## src/rtl/utilMonPkg.sv

```systemverilog
package utilMonPkg;

  // Strobes from the control unit to the datapath
  typedef struct packed {
    logic capture;  // accept offered access into stage 1
    logic lookup;   // read the set's list into stage 2
    logic commit;   // write back the list and bump a counter
    logic halve;    // epoch decay
    logic wipe;     // zero all counters
  } monStrobe_t;

endpackage

```

## src/rtl/utilMonCtrl.sv

```systemverilog
module utilMonCtrl
  import utilMonPkg::*;
#(
  parameter int SET_W = 4
) (
  input  logic             clk,
  input  logic             rstN,
  input  logic             accValid,
  input  logic [SET_W-1:0] accSet,
  input  logic [SET_W-1:0] s1Set,
  input  logic             epochPulse,
  input  logic             clearAll,
  output logic             accReady,
  output monStrobe_t       strobe
);

  logic s1Valid;
  logic s2Valid;

  // A same-set access right behind another would read the list before
  // the earlier access writes it back, so hold it off for one cycle.
  assign accReady = !(s1Valid && (s1Set == accSet));

  always_ff @(posedge clk) begin
    if (!rstN) begin
      s1Valid <= 1'b0;
      s2Valid <= 1'b0;
    end else begin
      s1Valid <= accValid && accReady;
      s2Valid <= s1Valid;
    end
  end

  always_comb begin
    strobe.capture = accValid && accReady;
    strobe.lookup  = s1Valid;
    strobe.commit  = s2Valid;
    strobe.halve   = epochPulse;
    strobe.wipe    = clearAll;
  end

endmodule

```

## src/rtl/utilMonStack.sv

```systemverilog
module utilMonStack
  import utilMonPkg::*;
#(
  parameter int WAYS  = 4,
  parameter int SETS  = 16,
  parameter int TAG_W = 12,
  localparam int SET_W = $clog2(SETS),
  localparam int IDX_W = $clog2(WAYS + 1)
) (
  input  logic             clk,
  input  logic             rstN,
  input  monStrobe_t       strobe,
  input  logic [SET_W-1:0] accSet,
  input  logic [TAG_W-1:0] accTag,
  output logic [SET_W-1:0] s1Set,
  output logic             bumpValid,
  output logic [IDX_W-1:0] bumpIdx,
  output logic             hitFound
);

  // Recency lists: entry 0 is most recent, entry WAYS-1 least recent
  logic [TAG_W-1:0] tagMem [SETS][WAYS];
  logic [WAYS-1:0]  vldMem [SETS];

  logic [TAG_W-1:0] s1Tag;
  logic [SET_W-1:0] s2Set;
  logic [TAG_W-1:0] s2Tag;
  logic [TAG_W-1:0] s2Row [WAYS];
  logic [WAYS-1:0]  s2Vld;

  logic [WAYS-1:0]  hitVec;
  logic [IDX_W-1:0] depth;
  logic [TAG_W-1:0] nextRow [WAYS];
  logic [WAYS-1:0]  nextVld;

  // Stage registers with reset
  always_ff @(posedge clk) begin
    if (!rstN) begin
      s1Set <= '0;
      s2Set <= '0;
      s2Vld <= '0;
      for (int s = 0; s < SETS; s++) vldMem[s] <= '0;
    end else begin
      if (strobe.capture) s1Set <= accSet;
      if (strobe.lookup) begin
        s2Set <= s1Set;
        s2Vld <= vldMem[s1Set];
      end
      if (strobe.commit) vldMem[s2Set] <= nextVld;
    end
  end

  // Tag storage and tag pipeline, no reset needed
  always_ff @(posedge clk) begin
    if (strobe.capture) s1Tag <= accTag;
    if (strobe.lookup) begin
      s2Tag <= s1Tag;
      for (int w = 0; w < WAYS; w++) s2Row[w] <= tagMem[s1Set][w];
    end
    if (strobe.commit) begin
      for (int w = 0; w < WAYS; w++) tagMem[s2Set][w] <= nextRow[w];
    end
  end

  // One comparator per way
  for (genvar w = 0; w < WAYS; w++) begin : g_cmp
    assign hitVec[w] = s2Vld[w] && (s2Row[w] == s2Tag);
  end

  // Stack depth of the match, WAYS when absent
  always_comb begin
    depth = IDX_W'(WAYS);
    for (int w = WAYS - 1; w >= 0; w--) begin
      if (hitVec[w]) depth = IDX_W'(w);
    end
  end

  // Move-to-front: entries above the old depth slide down; on a miss the
  // depth is WAYS so every entry slides and the last one falls off.
  always_comb begin
    nextRow[0] = s2Tag;
    nextVld[0] = 1'b1;
    for (int w = 1; w < WAYS; w++) begin
      if (IDX_W'(w) <= depth) begin
        nextRow[w] = s2Row[w-1];
        nextVld[w] = s2Vld[w-1];
      end else begin
        nextRow[w] = s2Row[w];
        nextVld[w] = s2Vld[w];
      end
    end
  end

  assign bumpValid = strobe.commit;
  assign bumpIdx   = depth;
  assign hitFound  = |hitVec;

endmodule

```

## src/rtl/utilMonCounters.sv

```systemverilog
module utilMonCounters
  import utilMonPkg::*;
#(
  parameter int WAYS  = 4,
  parameter int CNT_W = 16,
  localparam int IDX_W = $clog2(WAYS + 1),
  localparam int SUM_W = CNT_W + IDX_W,
  localparam int NCNT  = WAYS + 1
) (
  input  logic                  clk,
  input  logic                  rstN,
  input  monStrobe_t            strobe,
  input  logic                  bumpValid,
  input  logic [IDX_W-1:0]      bumpIdx,
  input  logic [IDX_W-1:0]      rdIdx,
  input  logic [IDX_W-1:0]      rdAlloc,
  output logic [CNT_W-1:0]      rdCount,
  output logic [SUM_W-1:0]      rdHits,
  output logic [SUM_W-1:0]      rdMisses,
  output logic [NCNT*CNT_W-1:0] cntFlat
);

  localparam logic [CNT_W-1:0] CNT_MAX = '1;

  for (genvar j = 0; j < NCNT; j++) begin : g_cnt
    logic [CNT_W-1:0] value;
    logic [CNT_W-1:0] base;
    logic             mine;

    assign base = strobe.halve ? (value >> 1) : value;
    assign mine = bumpValid && (bumpIdx == IDX_W'(j));

    always_ff @(posedge clk) begin
      if (!rstN)                         value <= '0;
      else if (strobe.wipe)              value <= '0;
      else if (mine && base != CNT_MAX)  value <= base + 1'b1;
      else                               value <= base;
    end

    assign cntFlat[j*CNT_W +: CNT_W] = value;
  end

  // Raw counter read
  always_comb begin
    rdCount = '0;
    for (int j = 0; j < NCNT; j++) begin
      if (rdIdx == IDX_W'(j)) rdCount = cntFlat[j*CNT_W +: CNT_W];
    end
  end

  // Prefix sums for an n-way allocation
  always_comb begin
    rdHits   = '0;
    rdMisses = '0;
    for (int j = 0; j < NCNT; j++) begin
      if (IDX_W'(j) < rdAlloc)
        rdHits = rdHits + SUM_W'(cntFlat[j*CNT_W +: CNT_W]);
      else
        rdMisses = rdMisses + SUM_W'(cntFlat[j*CNT_W +: CNT_W]);
    end
  end

endmodule

```

## src/rtl/utilMonitor.sv

```systemverilog
module utilMonitor
  import utilMonPkg::*;
#(
  parameter int WAYS  = 4,
  parameter int SETS  = 16,
  parameter int TAG_W = 12,
  parameter int CNT_W = 16,
  localparam int SET_W = $clog2(SETS),
  localparam int IDX_W = $clog2(WAYS + 1),
  localparam int SUM_W = CNT_W + IDX_W
) (
  input  logic             clk,
  input  logic             rstN,
  input  logic             accValid,
  input  logic [SET_W-1:0] accSet,
  input  logic [TAG_W-1:0] accTag,
  output logic             accReady,
  input  logic             epochPulse,
  input  logic             clearAll,
  input  logic [IDX_W-1:0] rdIdx,
  output logic [CNT_W-1:0] rdCount,
  input  logic [IDX_W-1:0] rdAlloc,
  output logic [SUM_W-1:0] rdHits,
  output logic [SUM_W-1:0] rdMisses
);

  monStrobe_t                    strobe;
  logic [SET_W-1:0]              s1Set;
  logic                          bumpValid;
  logic [IDX_W-1:0]              bumpIdx;
  logic                          hitFound;
  logic [(WAYS+1)*CNT_W-1:0]     cntFlat;

  utilMonCtrl #(.SET_W(SET_W)) uCtrl (
    .clk(clk), .rstN(rstN), .accValid(accValid), .accSet(accSet),
    .s1Set(s1Set), .epochPulse(epochPulse), .clearAll(clearAll),
    .accReady(accReady), .strobe(strobe)
  );

  utilMonStack #(.WAYS(WAYS), .SETS(SETS), .TAG_W(TAG_W)) uStack (
    .clk(clk), .rstN(rstN), .strobe(strobe), .accSet(accSet),
    .accTag(accTag), .s1Set(s1Set), .bumpValid(bumpValid),
    .bumpIdx(bumpIdx), .hitFound(hitFound)
  );

  utilMonCounters #(.WAYS(WAYS), .CNT_W(CNT_W)) uCnt (
    .clk(clk), .rstN(rstN), .strobe(strobe), .bumpValid(bumpValid),
    .bumpIdx(bumpIdx), .rdIdx(rdIdx), .rdAlloc(rdAlloc),
    .rdCount(rdCount), .rdHits(rdHits), .rdMisses(rdMisses),
    .cntFlat(cntFlat)
  );

endmodule

```

## config.mk

```make
export PLATFORM = sky130hd
export DESIGN_NAME = utilMonitor
export DESIGN_NICKNAME = d
export VERILOG_FILES = /design/src/rtl/utilMonPkg.sv /design/src/rtl/utilMonCtrl.sv /design/src/rtl/utilMonStack.sv /design/src/rtl/utilMonCounters.sv /design/src/rtl/utilMonitor.sv
export SDC_FILE = /design/constraint.sdc
export NUM_CORES = 1
export LEC_CHECK = 0
export ABC_AREA = 1
export BUFFER_PORTS_ARGS = -buffer_cell sky130_fd_sc_hd__buf_4
export CAP_MARGIN = 20
export CORE_MARGIN = 2
export CORE_UTILIZATION = 55
export DETAILED_ROUTE_END_ITERATION = 8
export PLACE_DENSITY = 0.71
export SLEW_MARGIN = 20
export SYNTH_ARGS = -nofsm -noshare
export SYNTH_HDL_FRONTEND = slang
export SYNTH_SLANG_ARGS = --single-unit
```

## constraint.sdc

```tcl
create_clock -name clk -period 16.9 [get_ports clk]
set_input_delay 0.845 -clock clk [delete_from_list [all_inputs] [get_ports clk]]
set_output_delay 0.845 -clock clk [all_outputs]
set_load 0.01 [all_outputs]
```

# ---- After elaboration in Yosys (flattened, before gate mapping)
# Memory sizes are Yosys's and may differ from the RTL's. A register that Yosys moved wholly into a read port is not among the register bits.
# Index checks and enable logic that the tools add are counted.
dict set report word_totals {
  mem_bits_rw 880
  memories 3
  elab_cells 123
  output_inout_bits 55
  in_bits 27
  register_bits 114
}
dict set report op_classes {
  reduce_logical 22
  order_cmp 8
  n_eq_ne 18
  n_bitwise 1
  n_mux 47
  n_addsub 13
}
# memory depth word_bits rd rd_ports_with_merged_regs wr line_no
set memory_table {}
lappend memory_table {uStack.tagMem 16 48 1 1 1 utilMonStack.sv:22} ;# logic [TAG_W-1:0] tagMem [SETS][WAYS];
lappend memory_table {uStack.vldMem 16 4 1 1 16 utilMonStack.sv:23} ;# logic [WAYS-1:0] vldMem [SETS];
lappend memory_table {uStack.s2Row 4 12 4 0 4 utilMonStack.sv:28} ;# logic [TAG_W-1:0] s2Row [WAYS];
# op n
set op_table {}
lappend op_table {{16-bit two-way mux} 17}
lappend op_table {{19-bit two-way mux} 8}
lappend op_table {{19-bit by 16-bit adder with 19-bit output} 6}
lappend op_table {{16-bit by 1-bit adder with 16-bit output, second input constant} 5}
lappend op_table {{16-bit inequality test, second input constant} 5}
lappend op_table {{12-bit == test} 4}
lappend op_table {{12-bit two-way mux} 3}
lappend op_table {{16-bit by 16-bit adder with 17-bit output} 2}
lappend op_table {{1-bit logical AND} 16}
lappend op_table {{4-bit two-way mux} 4}
lappend op_table {{3-bit by 2-bit == test with 1-bit output, second input constant} 4}
lappend op_table {{3-bit two-way mux} 4}
lappend op_table {{1-bit two-way mux} 11}
lappend op_table {{3-bit by 1-bit == test with 1-bit output, second input constant} 2}
lappend op_table {{3-bit == test, second input constant} 2}
lappend op_table {{2-bit by 3-bit <= comparator with 1-bit output, first input constant} 2}
lappend op_table {{3-bit logical NOT} 2}
lappend op_table {{1-bit by 3-bit less-than comparator with 1-bit output, first input constant} 2}
lappend op_table {{2-bit by 3-bit less-than comparator with 1-bit output, first input constant} 2}
lappend op_table {{4-bit == test} 1}
lappend op_table {{4-bit OR reduction} 1}
lappend op_table {{1-bit by 3-bit <= comparator with 1-bit output, first input constant} 1}
lappend op_table {{3-bit less-than comparator, first input constant} 1}
lappend op_table {{1-bit logical NOT} 2}
lappend op_table {{2 further kinds} 2}

# ---- Longest topological paths before layout
# An unclocked memory read counts as a cell.
dict set report depth {
  depth_word 11
  depth_mapped 48
  depth_no_buf 46
}

# ---- Modules after synthesis
# Synthesis repeated with hierarchy kept, for this count alone.
dict set report unflattened {
  cells_unflattened 5027
  hier_area_um2 50518.5
}
# mod cells_each area_per_inst_um2 n_inst seq_area_each_um2
set modules_own_cells {}
lappend modules_own_cells {utilMonStack 2789 37474.7 1 27306.2}
lappend modules_own_cells {utilMonCounters 2208 12869.8 1 1601.5}
lappend modules_own_cells {utilMonCtrl 30 173.9 1 40.0}

# ---- Worst setup path after synthesis
# Ideal clock, no wire load.
dict set report synth_path {
  path_kind {input to output}
  startpoint {in rdAlloc[2]}
  endpoint {out rdHits[17]}
  arrival_time_ps 6828
  n_path_buf 2
  slack_ps 9227
  required_ps 16055
  path_stages 40
  cell_sequence {nor2_4 > nand2_4 > buf_6 > inv_1 > clkbuf_1 > nor2_1 > ha_1 > fa_1 > inv_1 > o21ai_0 > inv_1 > fa_1 > inv_1 > a31oi_1 > or2_2 > nand2_1 > nand2_1 > o21ai_0 > [... 4 more ...] > nor2_1 > o21ai_0 > a21boi_0 > o21ai_0 > nand2_1 > nand3_1 > nand3_1 > and2_1 > ha_1 > nand2_1 > nor2_1 > a211oi_1 > a21oi_1 > o21ai_0 > nand3b_1 > nand3_1 > nand2_1 > inv_1}
}
dict set report synth_via {
  elab_chain_cells 10
  elab_cells_between_ends 14
  classes_between {add/sub (4); order compare (5); mux (5)}
}
# item line_no
set synth_rtl {}
lappend synth_rtl {{start, declared} utilMonitor.sv:22} ;# input logic [IDX_W-1:0] rdAlloc,
lappend synth_rtl {{1-bit by 3-bit less-than comparator with 1-bit output} utilMonCounters.sv:56} ;# if (IDX_W'(j) < rdAlloc)
lappend synth_rtl {{16-bit two-way mux} utilMonCounters.sv:56}
lappend synth_rtl {{16-bit by 16-bit adder with 17-bit output} utilMonCounters.sv:57} ;# rdHits = rdHits + SUM_W'(cntFlat[j*CNT_W +: CNT_W]);
lappend synth_rtl {{19-bit two-way mux} utilMonCounters.sv:56}
lappend synth_rtl {{19-bit by 16-bit adder with 19-bit output} utilMonCounters.sv:57}
lappend synth_rtl {{19-bit two-way mux} utilMonCounters.sv:56}
lappend synth_rtl {{19-bit by 16-bit adder with 19-bit output} utilMonCounters.sv:57}
lappend synth_rtl {{19-bit two-way mux} utilMonCounters.sv:56}
lappend synth_rtl {{19-bit by 16-bit adder with 19-bit output} utilMonCounters.sv:57}
lappend synth_rtl {{19-bit two-way mux *} utilMonCounters.sv:56}
lappend synth_rtl {{end, declared} utilMonitor.sv:23} ;# output logic [SUM_W-1:0] rdHits,
# Mark *: on every way between the ends. The rest lies on a longest branch, timed or not.

# ---- Worst setup path in the final report
# Ends and elaborated chain as after synthesis.

==> results.py <==
metrics = {
    "status": {
        "status": "finished clean",
    },
    "clocking": {
        "post_cts_buffers": 0,
        "ctsRootBufferMaster": "clkbuf_16",
        "cts.hold.buffers_added": 0,
        "cts_tree": "yes",
        "path_clk_slew_ns": 0.06,
        "ctsResizeCount": 0,
        "cts_sinks": 1002,
        "clkLatencyLatePin_ns": 0.70,
        "clockBufferDepth": 3,
        "htreeDepth": 3,
        "cts_made_buffers": 101,
    },
    "worst_setup_path": {
        "critPathKind": "in2out",
        "cp_max_fo": 32,
        "required_ns": 16.06,
        "crit_arrival_ns": 8.76,
        "crit_slowest_cell": "nor2_4",
        "crit_path_start_kind": "input pin",
        "crit_path_max_incr_delay_ns": 0.63,
        "end_kind": "primary output",
    },
    "logic_synthesis": {
        "async_reset_ff_share_pct": 0,
        "synth-edff-count": 888,
        "synthCells": 5203,
        "ys.flop_type": "edfxtp_1",
        "synth_area_um2": 51300,
        "syn_avg_cell_area_um2": 9.87,
        "ys_ff_latch": 1002,
        "ys_seq_area_share_pct": 56.4,
        "yosysWarnings": 0,
        "ys_types": 64,
        "synth_nets": 5375,
    },
    "grt": {
        "antenna_found_initial": 1,
        "grt_max_degree": 199,
        "grt_first_pass_wirelength_mm": 217,
        "grt_overflow": 0,
        "grtUsageTotal_pct": 29.9,
        "grt_pass1_vias": 36700,
    },
    "detailed_routing": {
        "first_pass_iters": 9,
        "wl_mm": 144,
        "drtAntennaViolNets": 0,
        "initialDrtViolationCount": 4139,
        "wl_per_cell_um": 21.8,
        "drc": 0,
        "vias": 38900,
        "avgViaCountPerCell": 5.91,
    },
    "timing": {
        "finalHoldWorstSlack_ns": 0.328,
        "fin_crit_sh_pct": 56.8,
        "maxSlewViolCount": 0,
        "skew_ns": 0.0593,
        "tightest_slew_ns": 1.16,
        "fmaxAchievable_ghz": 0.104,
        "setup_ws_ns": 7.30,
        "setup_viol": 0,
        "hold_viol": 0,
        "tns_ns": 0,
        "rsz0062_at_grt": "no",
        "slew_headroom_pct": 22.8,
        "period_needed_ns": 9.60,
    },
    "layout": {
        "final_cell_mix": "edfxtp_1 (888), nand2_1 (797), inv_1 (534)",
        "drive_gt1_share_pct": 8.83,
        "area_growth_pct": 10.5,
        "utilization_pct": 61.1,
        "num-nets-final": 5409,
        "diodes": 0,
        "mostFrequentLayoutCell": "edfxtp_1",
    },
    "floorplan": {
        "floorplan.die_area_um2": 95800,
        "start_util_pct": 55.3,
        "die_w_um": 310,
        "core_area_um2": 92900,
        "placementRows": 112,
        "die_height_um": 310,
        "num_io_pins": 82,
    },
    "pwr": {
        "ir_drop_v": 0.0000905,
        "powerDensity_nw_per_um2": 98.6,
        "finalPower_w": 0.00559,
        "leakage_nw": 21.4,
    },
    "placed_design": {
        "dpl_worst_slack_ns": 7.47,
        "hpwl_mm": 90.5,
        "portBuffers": 81,
        "gp_congestion": 0.981,
    },
    "hold_path": {
        "holdCritPathClass": "in2reg",
    },
    "flow_run": {
        "drv_cap": 0,
    },
}
[synthesized netlist by cell type (12+ instances only)]
library cell | number | area share, %
edfxtp_1 | 888 | 52
nand2_1 | 797 | 5.8
inv_1 | 536 | 3.9
o21ai_0 | 444 | 4.3
a21oi_1 | 434 | 4.2
nor2_1 | 395 | 2.9
nand3_1 | 255 | 2.5
o211ai_1 | 197 | 2.9
mux2i_1 | 193 | 3.8
clkbuf_1 | 155 | 1.1
ha_1 | 137 | 3.3
dfxtp_1 | 114 | 4.4
o21ai_1 | 69 | 0.67
nand4_1 | 60 | 0.73
xor2_1 | 57 | 0.97
nor3_1 | 52 | 0.51
buf_2 | 36 | 0.35
inv_2 | 33 | 0.24
or2_2 | 32 | 0.39
o22ai_1 | 26 | 0.32
xnor2_1 | 26 | 0.44
o21a_1 | 22 | 0.32
a31oi_1 | 18 | 0.22
buf_1 | 17 | 0.12
nand2_2 | 17 | 0.21
and2_1 | 14 | 0.17
nand3b_1 | 13 | 0.19
nor4_1 | 13 | 0.16
o21ai_2 | 13 | 0.22
buf_6 | 12 | 0.26
[stage by stage]
step / instance area (um^2) / cells
after floorplan: 51300 / 5203
after global placement: 53300 / 6385
after detailed placement: 53300 / 6385
after CTS: 56600 / 6573
after global routing: 56700 / 6576
final: 56700 / 6576
[registers in the layout (all words and copies together), names as in the netlist, 12 cells and up, named ones only]
name	cells
uStack.s1Tag	12
uStack.tagMem	768
uStack.vldMem	64
uStack.s2Tag	12
uStack.s2Row	48
uCnt.g_cnt.value	80
[power breakdown]
group	leakage (nW)	internal [W]	total [W]	switching [W]
logic	10.8	0.000174	0.000532	0.000359
clock network	1.65	0.00131	0.00228	0.000963
registers	9.02	0.00274	0.00278	0.0000454
total	21.4	0.00423	0.00559	0.00137
[final cells by class]
class | count | area, um^2
multi-input cells | 3401 | 19400
well taps | 1254 | 1570
repair buffers | 157 | 1260
inverters | 574 | 2160
clock buffers | 128 | 2720
clock inverters | 60 | 664
fillers | 7655 | 36200
flip-flops and latches | 1002 | 29000
[per-layer routing]
metal / vias to the layer above / wire, um / global-route usage, % / part of all wire (%)
met4: 2 / 6490 / 13.4 / 4.5
met1: 18600 / 57900 / 39.1 / 40
met3: 316 / 10600 / 4.17 / 7.4
met5: - / 10 / 0 / 0.0070
li1: 18400 / - / - / -
met2: 1581 / 68600 / 49.8 / 48
[critical path, delay by kind of cell]
family	cells	cell delay [ns]
adders and majority gates	5	1.84
AOI/OAI and AO/OA	10	2.39
buffers and inverters	8	1.07
and+or+nand+nor	17	2.61
[kinds of logic after synthesis]
logic type	synth area share [%]
AND/OR/NAND/NOR	14.5
AO/OA/AOI/OAI	14.0
flip-flops	56.4
buffers and inverters	6.16
multiplexers	3.90
adder cells (fa/ha/maj)	3.65
XOR/XNOR	1.42
[final timing paths]
path                                   from                             to  slack [ns]  depth (start not counted)
hold / removal                    accTag[2]      uStack.s1Tag[2]$_DFFE_PP_        0.33                          1
setup reg to reg  uStack.s2Tag[8]$_DFFE_PP_  uStack.vldMem[4][3]$_DFFE_PP_       12.76                         11
setup / recovery                 rdAlloc[2]                     rdHits[17]        7.30                         40
hold reg to reg   uStack.s1Tag[1]$_DFFE_PP_      uStack.s2Tag[1]$_DFFE_PP_        0.42                          0
No activity file was read; power rests on OpenSTA's default activity.
